### src/rtl/ird_pkg.sv
package ird_pkg;
   localparam int IRD_VEC_W  = 8;
   localparam int IRD_DEST_W = 8;
   localparam int IRD_MODE_W = 3;

   typedef struct packed {
      logic [IRD_VEC_W-1:0]  vector;
      logic [IRD_DEST_W-1:0] dest;
      logic                  dest_logical;
      logic [IRD_MODE_W-1:0] mode;
      logic                  level_trig;
      logic                  masked;
   } ird_entry_t;

   localparam ird_entry_t IRD_ENTRY_RESET = '{
      vector: '0, dest: '0, dest_logical: 1'b0,
      mode: '0, level_trig: 1'b0, masked: 1'b1};
endpackage

### src/rtl/ird_pin_slice.sv
module ird_pin_slice
   import ird_pkg::*;
#(
   parameter int STORM_LIMIT = 10000,
   localparam int CNT_W = (STORM_LIMIT > 2) ? $clog2(STORM_LIMIT) : 1
) (
   input  logic                 clk,
   input  logic                 rst_n,
   input  logic                 wr_hit,
   input  ird_entry_t           wr_entry,
   input  logic                 ln_hit,
   input  logic                 ln_level,
   input  logic                 eoi_valid,
   input  logic [IRD_VEC_W-1:0] eoi_vector,
   input  logic                 eoi_level,
   input  logic                 eoi_directed,
   input  logic                 scan_fire,
   output ird_entry_t           entry_q,
   output logic                 remote_q,
   output logic                 svc_set,
   output logic                 svc_clr,
   output logic                 coal,
   output logic                 defer_req
);
   logic             req_q;
   logic [CNT_W-1:0] cnt_q;

   ird_entry_t       e_n;
   logic             irr_n, rem_n;
   logic [CNT_W-1:0] cnt_n;

   // Events applied in a fixed order: write, line notice, EOI, sweep.
   always_comb begin
      e_n       = entry_q;
      irr_n     = req_q;
      rem_n     = remote_q;
      cnt_n     = cnt_q;
      svc_set   = 1'b0;
      svc_clr   = 1'b0;
      coal      = 1'b0;
      defer_req = 1'b0;

      if (wr_hit) begin
         e_n   = wr_entry;
         rem_n = 1'b0;
         if (e_n.masked) begin
            svc_clr = 1'b1;
         end else if (e_n.level_trig && irr_n) begin
            svc_set = 1'b1;
            rem_n   = 1'b1;
         end
      end

      if (ln_hit) begin
         if (!ln_level) begin
            irr_n = 1'b0;
         end else if (!e_n.level_trig && irr_n) begin
            coal = 1'b1;
         end else begin
            irr_n = 1'b1;
            if (e_n.level_trig && rem_n) begin
               coal = 1'b1;
            end else if (!e_n.masked) begin
               svc_set = 1'b1;
               if (e_n.level_trig) rem_n = 1'b1;
            end
         end
      end

      if (eoi_valid && eoi_level && !eoi_directed && e_n.level_trig &&
          (e_n.vector == eoi_vector)) begin
         rem_n = 1'b0;
         if (!e_n.masked && irr_n) begin
            if (cnt_n == CNT_W'(STORM_LIMIT - 1)) begin
               cnt_n     = '0;
               defer_req = 1'b1;
            end else begin
               cnt_n   = cnt_n + 1'b1;
               svc_set = 1'b1;
               rem_n   = 1'b1;
            end
         end else begin
            cnt_n = '0;
         end
      end

      if (scan_fire && e_n.level_trig && irr_n && !rem_n && !e_n.masked) begin
         svc_set = 1'b1;
         rem_n   = 1'b1;
      end
   end

   always_ff @(posedge clk) begin
      if (!rst_n) begin
         entry_q  <= IRD_ENTRY_RESET;
         req_q    <= 1'b0;
         remote_q <= 1'b0;
         cnt_q    <= '0;
      end else begin
         entry_q  <= e_n;
         req_q    <= irr_n;
         remote_q <= rem_n;
         cnt_q    <= cnt_n;
      end
   end
endmodule

### src/rtl/ird_defer_timer.sv
module ird_defer_timer #(
   parameter int DEFER_CYCLES = 100000,
   localparam int TW = $clog2(DEFER_CYCLES + 1)
) (
   input  logic clk,
   input  logic rst_n,
   input  logic start,
   output logic fire
);
   logic          busy_q;
   logic [TW-1:0] cnt_q;

   assign fire = busy_q && (cnt_q == TW'(1));

   always_ff @(posedge clk) begin
      if (!rst_n) begin
         busy_q <= 1'b0;
         cnt_q  <= '0;
      end else if (fire) begin
         busy_q <= 1'b0;
      end else if (busy_q) begin
         cnt_q <= cnt_q - 1'b1;
      end else if (start) begin
         busy_q <= 1'b1;
         cnt_q  <= TW'(DEFER_CYCLES);
      end
   end
endmodule

### src/rtl/ird_pick_lowest.sv
module ird_pick_lowest #(
   parameter int N = 24,
   localparam int IW = (N > 1) ? $clog2(N) : 1
) (
   input  logic [N-1:0]  req,
   output logic          any,
   output logic [N-1:0]  grant,
   output logic [IW-1:0] idx
);
   assign any = |req;

   always_comb begin
      grant = '0;
      idx   = '0;
      for (int i = N - 1; i >= 0; i--) begin
         if (req[i]) begin
            grant    = '0;
            grant[i] = 1'b1;
            idx      = IW'(i);
         end
      end
   end
endmodule

### src/rtl/irq_dispatch_core.sv
module irq_dispatch_core
   import ird_pkg::*;
#(
   parameter int NUM_PINS     = 24,
   parameter int STORM_LIMIT  = 10000,
   parameter int DEFER_CYCLES = 100000,
   localparam int PIN_W = (NUM_PINS > 1) ? $clog2(NUM_PINS) : 1
) (
   input  logic                  clk,
   input  logic                  rst_n,
   input  logic                  ln_valid,
   input  logic [PIN_W-1:0]      ln_pin,
   input  logic                  ln_level,
   output logic                  ln_coalesced,
   input  logic                  cfg_wr_en,
   input  logic [PIN_W-1:0]      cfg_wr_pin,
   input  logic [IRD_VEC_W-1:0]  cfg_vector,
   input  logic [IRD_DEST_W-1:0] cfg_dest,
   input  logic                  cfg_dest_logical,
   input  logic [IRD_MODE_W-1:0] cfg_mode,
   input  logic                  cfg_level_trig,
   input  logic                  cfg_masked,
   input  logic                  eoi_valid,
   input  logic [IRD_VEC_W-1:0]  eoi_vector,
   input  logic                  eoi_level,
   input  logic                  eoi_directed,
   output logic                  dlv_valid,
   input  logic                  dlv_ready,
   output logic [PIN_W-1:0]      dlv_pin,
   output logic [IRD_VEC_W-1:0]  dlv_vector,
   output logic [IRD_DEST_W-1:0] dlv_dest,
   output logic                  dlv_dest_logical,
   output logic [IRD_MODE_W-1:0] dlv_mode,
   output logic                  dlv_level_trig
);
   if (NUM_PINS < 2) begin : g_bad_pins
      $error("irq_dispatch_core: NUM_PINS must be at least 2");
   end
   if (STORM_LIMIT < 2) begin : g_bad_storm
      $error("irq_dispatch_core: STORM_LIMIT must be at least 2");
   end
   if (DEFER_CYCLES < 1) begin : g_bad_defer
      $error("irq_dispatch_core: DEFER_CYCLES must be at least 1");
   end

   ird_entry_t          wr_entry;
   ird_entry_t          ent_arr [NUM_PINS];
   logic [NUM_PINS-1:0] rem_vec, mask_vec, level_vec;
   logic [NUM_PINS-1:0] svc_set, svc_clr, coal_vec, defer_vec;
   logic [NUM_PINS-1:0] q_pend, grant, take_vec;
   logic                defer_fire;

   assign wr_entry = '{vector: cfg_vector, dest: cfg_dest,
                       dest_logical: cfg_dest_logical, mode: cfg_mode,
                       level_trig: cfg_level_trig, masked: cfg_masked};

   for (genvar i = 0; i < NUM_PINS; i++) begin : g_pin
      ird_pin_slice #(.STORM_LIMIT(STORM_LIMIT)) u_slice (
         .clk          (clk),
         .rst_n        (rst_n),
         .wr_hit       (cfg_wr_en && (cfg_wr_pin == PIN_W'(i))),
         .wr_entry     (wr_entry),
         .ln_hit       (ln_valid && (ln_pin == PIN_W'(i))),
         .ln_level     (ln_level),
         .eoi_valid    (eoi_valid),
         .eoi_vector   (eoi_vector),
         .eoi_level    (eoi_level),
         .eoi_directed (eoi_directed),
         .scan_fire    (defer_fire),
         .entry_q      (ent_arr[i]),
         .remote_q     (rem_vec[i]),
         .svc_set      (svc_set[i]),
         .svc_clr      (svc_clr[i]),
         .coal         (coal_vec[i]),
         .defer_req    (defer_vec[i])
      );
      assign mask_vec[i]  = ent_arr[i].masked;
      assign level_vec[i] = ent_arr[i].level_trig;
   end

   ird_defer_timer #(.DEFER_CYCLES(DEFER_CYCLES)) u_timer (
      .clk   (clk),
      .rst_n (rst_n),
      .start (|defer_vec),
      .fire  (defer_fire)
   );

   ird_pick_lowest #(.N(NUM_PINS)) u_pick (
      .req   (q_pend),
      .any   (dlv_valid),
      .grant (grant),
      .idx   (dlv_pin)
   );

   assign take_vec = grant & {NUM_PINS{dlv_valid & dlv_ready}};

   always_ff @(posedge clk) begin
      if (!rst_n) begin
         q_pend       <= '0;
         ln_coalesced <= 1'b0;
      end else begin
         q_pend       <= (q_pend & ~take_vec & ~svc_clr) | svc_set;
         ln_coalesced <= |coal_vec;
      end
   end

   assign dlv_vector       = ent_arr[dlv_pin].vector;
   assign dlv_dest         = ent_arr[dlv_pin].dest;
   assign dlv_dest_logical = ent_arr[dlv_pin].dest_logical;
   assign dlv_mode         = ent_arr[dlv_pin].mode;
   assign dlv_level_trig   = ent_arr[dlv_pin].level_trig;
endmodule

### config.mk
export PLATFORM = sky130hd
export DESIGN_NAME = irq_dispatch_core
export DESIGN_NICKNAME = d
export VERILOG_FILES = /design/src/rtl/ird_pkg.sv /design/src/rtl/ird_pin_slice.sv /design/src/rtl/ird_defer_timer.sv /design/src/rtl/ird_pick_lowest.sv /design/src/rtl/irq_dispatch_core.sv
export SDC_FILE = /design/constraint.sdc
export NUM_CORES = 2
export LEC_CHECK = 0
export ABC_CLOCK_PERIOD_IN_PS = 3000
export BUFFER_PORTS_ARGS = -buffer_cell sky130_fd_sc_hd__buf_4
export CAP_MARGIN = 20
export CELL_PAD_IN_SITES_DETAIL_PLACEMENT = 0
export CELL_PAD_IN_SITES_GLOBAL_PLACEMENT = 2
export CORE_MARGIN = 3
export CORE_UTILIZATION = 34
export CTS_CLUSTER_DIAMETER = 120
export DETAILED_ROUTE_END_ITERATION = 7
export GPL_ROUTABILITY_DRIVEN = 0
export PLACE_DENSITY = 0.73
export SLEW_MARGIN = 20
export SYNTH_ARGS = -nofsm -noshare
export SYNTH_HDL_FRONTEND = slang
export SYNTH_SLANG_ARGS = --single-unit
export TNS_END_PERCENT = 50
### constraint.sdc
create_clock -name clk -period 3 [get_ports clk]
set_input_delay 0.15 -clock clk [delete_from_list [all_inputs] [get_ports clk]]
set_output_delay 0.15 -clock clk [all_outputs]
set_load 0.05 [all_outputs]
==> results.yml <==
clock_network:
  htreeDepth: 3
  cts_buffer_depth: 3
  clock_sinks: 955
  cts-root-buf: "clkbuf_16"
  cts_tree: "yes"
  clk_pin_slew_ns: 0.06
  clk_latency_ns: 0.80
  cts_buffers: 117
run_status:
  outcome: "finished with violations"
  violations: "setup timing"
routing:
  drc: 0
  drt_iter0_markers: 6397
  routedWlPerCell_um: 24.8
  via_per_inst: 5.75
  wl_um: 252000
  drt_first_pass_iters: 6
  vias: 58400
  ant_nets: 0
placed_design:
  dp_slack_ns: -0.897
  dp.cells: 9854
  place_hpwl_um: 186000
  io_buffer_count: 76
global_routing:
  grt_overflow: 0
  track_usage: 0.308
  grt_pass1_vias: 53800
  grt_pass1_wl_um: 364000
  use_met1: 0.412
  grt.busiest_layer: "met2"
  grt_max_degree: 111
  grt_antenna_before_repair: 18
  grt.met2_usage: 0.462
  met3_usage: 0.0691
timing:
  report.final.slew_viol_count: 0
  tightest_slew_ns: 1.08
  timing.final.ws_setup_ns: -0.840
  clock_skew_ns: 0.0751
  finalHoldViolCount: 0
  setup_violations: 48
  fmax_mhz: 260
  finalCriticalPeriod_ns: 3.84
  fin_crit_sh: 1.28
  rsz0062_at_grt: "true"
  slew_headroom: 0.275
synthesis:
  yosys_warnings: 0
  synth-main-ff-cell: "dfxtp_1"
  synth_seq_cells: 955
  async_reset_ff_frac: 0
  synthCells: 7110
  ys_top_cells_by_area: "dfxtp_1 (37%), nand2_1 (11%), a21oi_1 (8.5%)"
  synth.avg_cell_area_um2: 7.24
  yosysSeqAreaShare: 0.371
  yosys.area.top_type: "dfxtp_1"
  synth.top_cell.area_share: 0.371
  synth_edf_count: 0
  netlist_area_um2: 51500
  syn_nets: 7185
  ys_types: 93
critical_path:
  r2r_setup_slack_ns: 0.01
  cp.required_ns: 2.85
  startpoint_type: "register"
  worst-setup-path-type: "register to output port"
  crit_arrival_ns: 3.69
  cp_max_fo: 7
  critPathCaptureType: "output port"
final_layout:
  fin_nets: 8123
  layout_common_cells: "nand2_1 (1465), buf_4 (1139), dfxtp_1 (937), a21oi_1 (853), nor2_1 (569)"
  drive_above_1_share: 0.235
  area_delta_synth_final_pct: 36.0
  fin_util: 0.466
  fillers: 15000
  instances_no_fill: 10200
  multi_input_area_um2: 31800
  layout_commonest_cell: "nand2_1"
  regArea_um2: 19200
power:
  power.leakage_uw: 0.0262
  power_uw: 30200
  internal_power_uw: 22500
  pwr-share-seq: 0.423
  ir_drop_mv: 0.474
  power_density_nw_per_um2: 431
  p_clk_frac: 0.501
  power_switching_uw: 7720
  switching_share: 0.256
  p_comb_frac: 0.076
floorplanning:
  start_util: 0.343
  pin_count: 77
  die_area_um2: 156000
  die-width_um: 395
  rows: 142
  core_region_area_um2: 150000
  fp.dieH_um: 395
job:
  maxCapViolations: 0
hold_path:
  hold_path_class: "input port to register"
==> routing by layer <==
metal,vias up,share of wire
met5,-,0.00041
met4,16,0.059
met3,674,0.094
met2,2717,0.42
met1,28000,0.42
li1,27100,-
==> Yosys cell counts (all sizes together), types with 83 or more instances <==
cell,instances
nand3,271
nor3,114
mux2i,111
dfxtp,955
a21oi,873
nand3b,136
and3,250
nand4,83
nor2,598
a31oi,97
clkbuf,420
o21ai,411
buf,118
nand2,1484
==> critical path, cell delays in order, from the launching register on <==
cell	delay (ns)
dfxtp_4	0.38
nand2b_1	0.08
a21oi_2	0.16
o21bai_2	0.10
a21oi_4	0.18
buf_12	0.15
o21ai_4	0.06
buf_12	0.15
buf_16	0.17
buf_12	0.16
mux2i_4	0.22
mux4_2	0.48
nand2_1	0.07
o41a_1	0.31
buf_6	0.21
==> per-stage QoR <==
step                      setup TNS (ns)  cell area [um2]  hold WS, ns
after global routing              -22.09            70000       0.0304
after global placement            -90.93            62700        0.439
final                             -17.50            70000       0.0175
after floorplan                 -0.00679            51500        0.286
after CTS                         -26.04            68600      0.00362
after detailed placement          -98.09            62700        0.442
==> cells by family after synthesis <==
family / synth area share
AND/OR/NAND/NOR: 0.323
XOR/XNOR: 0.0168
AO/OA/AOI/OAI: 0.209
flip-flops: 0.371
adder cells (fa/ha/maj): 0.00632
buffers and inverters: 0.0478
multiplexers: 0.0255
==> what timing repair did <==
item	4_1_cts	5_1_grt
gates cloned	2	4
endpoints found under the hold margin	372	11
setup endpoints to repair	56	193
hold buffers	31	5
gates resized for setup	293	205
pin swaps	62	90
setup buffers	25	39
==> flip-flops by register name, indices dropped and copies added, names as in the netlist <==
name and flops:
g_pin.u_slice.cnt_q 336, g_pin.u_slice.entry_q 528, g_pin.u_slice.remote_q 24, g_pin.u_slice.req_q 24, ln_coalesced 1, q_pend 24
u_timer.busy_q 1, u_timer.cnt_q 17
==> area by class of cell <==
type,count,share of cell area
Multi-Input combinational cell,5534,0.455
Sequential cell,955,0.274
Timing Repair Buffer,1357,0.171
Clock buffer,162,0.0484
Tap cell,2016,0.0360
Clock inverter,52,0.0102
Inverter,83,0.00497
Antenna cell,7,0.000250
==> power groups by stage <==
stage	sequential (uW)	combinational, uW	clock (uW)
2_1_floorplan	13000	888	0
3_3_place_gp	13100	2100	0
3_5_place_dp	13100	2100	0
4_1_cts	12800	2170	15400
5_1_grt	12800	2330	15900
6_report	12800	2290	15100
==> final timing paths <==
check                             endpoint  cells after the start                    startpoint
min reg2reg   g_pin[10].u_slice.entry_q[6]                      2  g_pin[10].u_slice.entry_q[6]
max                          dlv_vector[7]                     14                    q_pend[23]
min          g_pin[18].u_slice.entry_q[21]                      5                 cfg_vector[7]
max reg2reg                     q_pend[22]                     13                     q_pend[3]
Note: power is estimated with default switching activity, not from simulation.
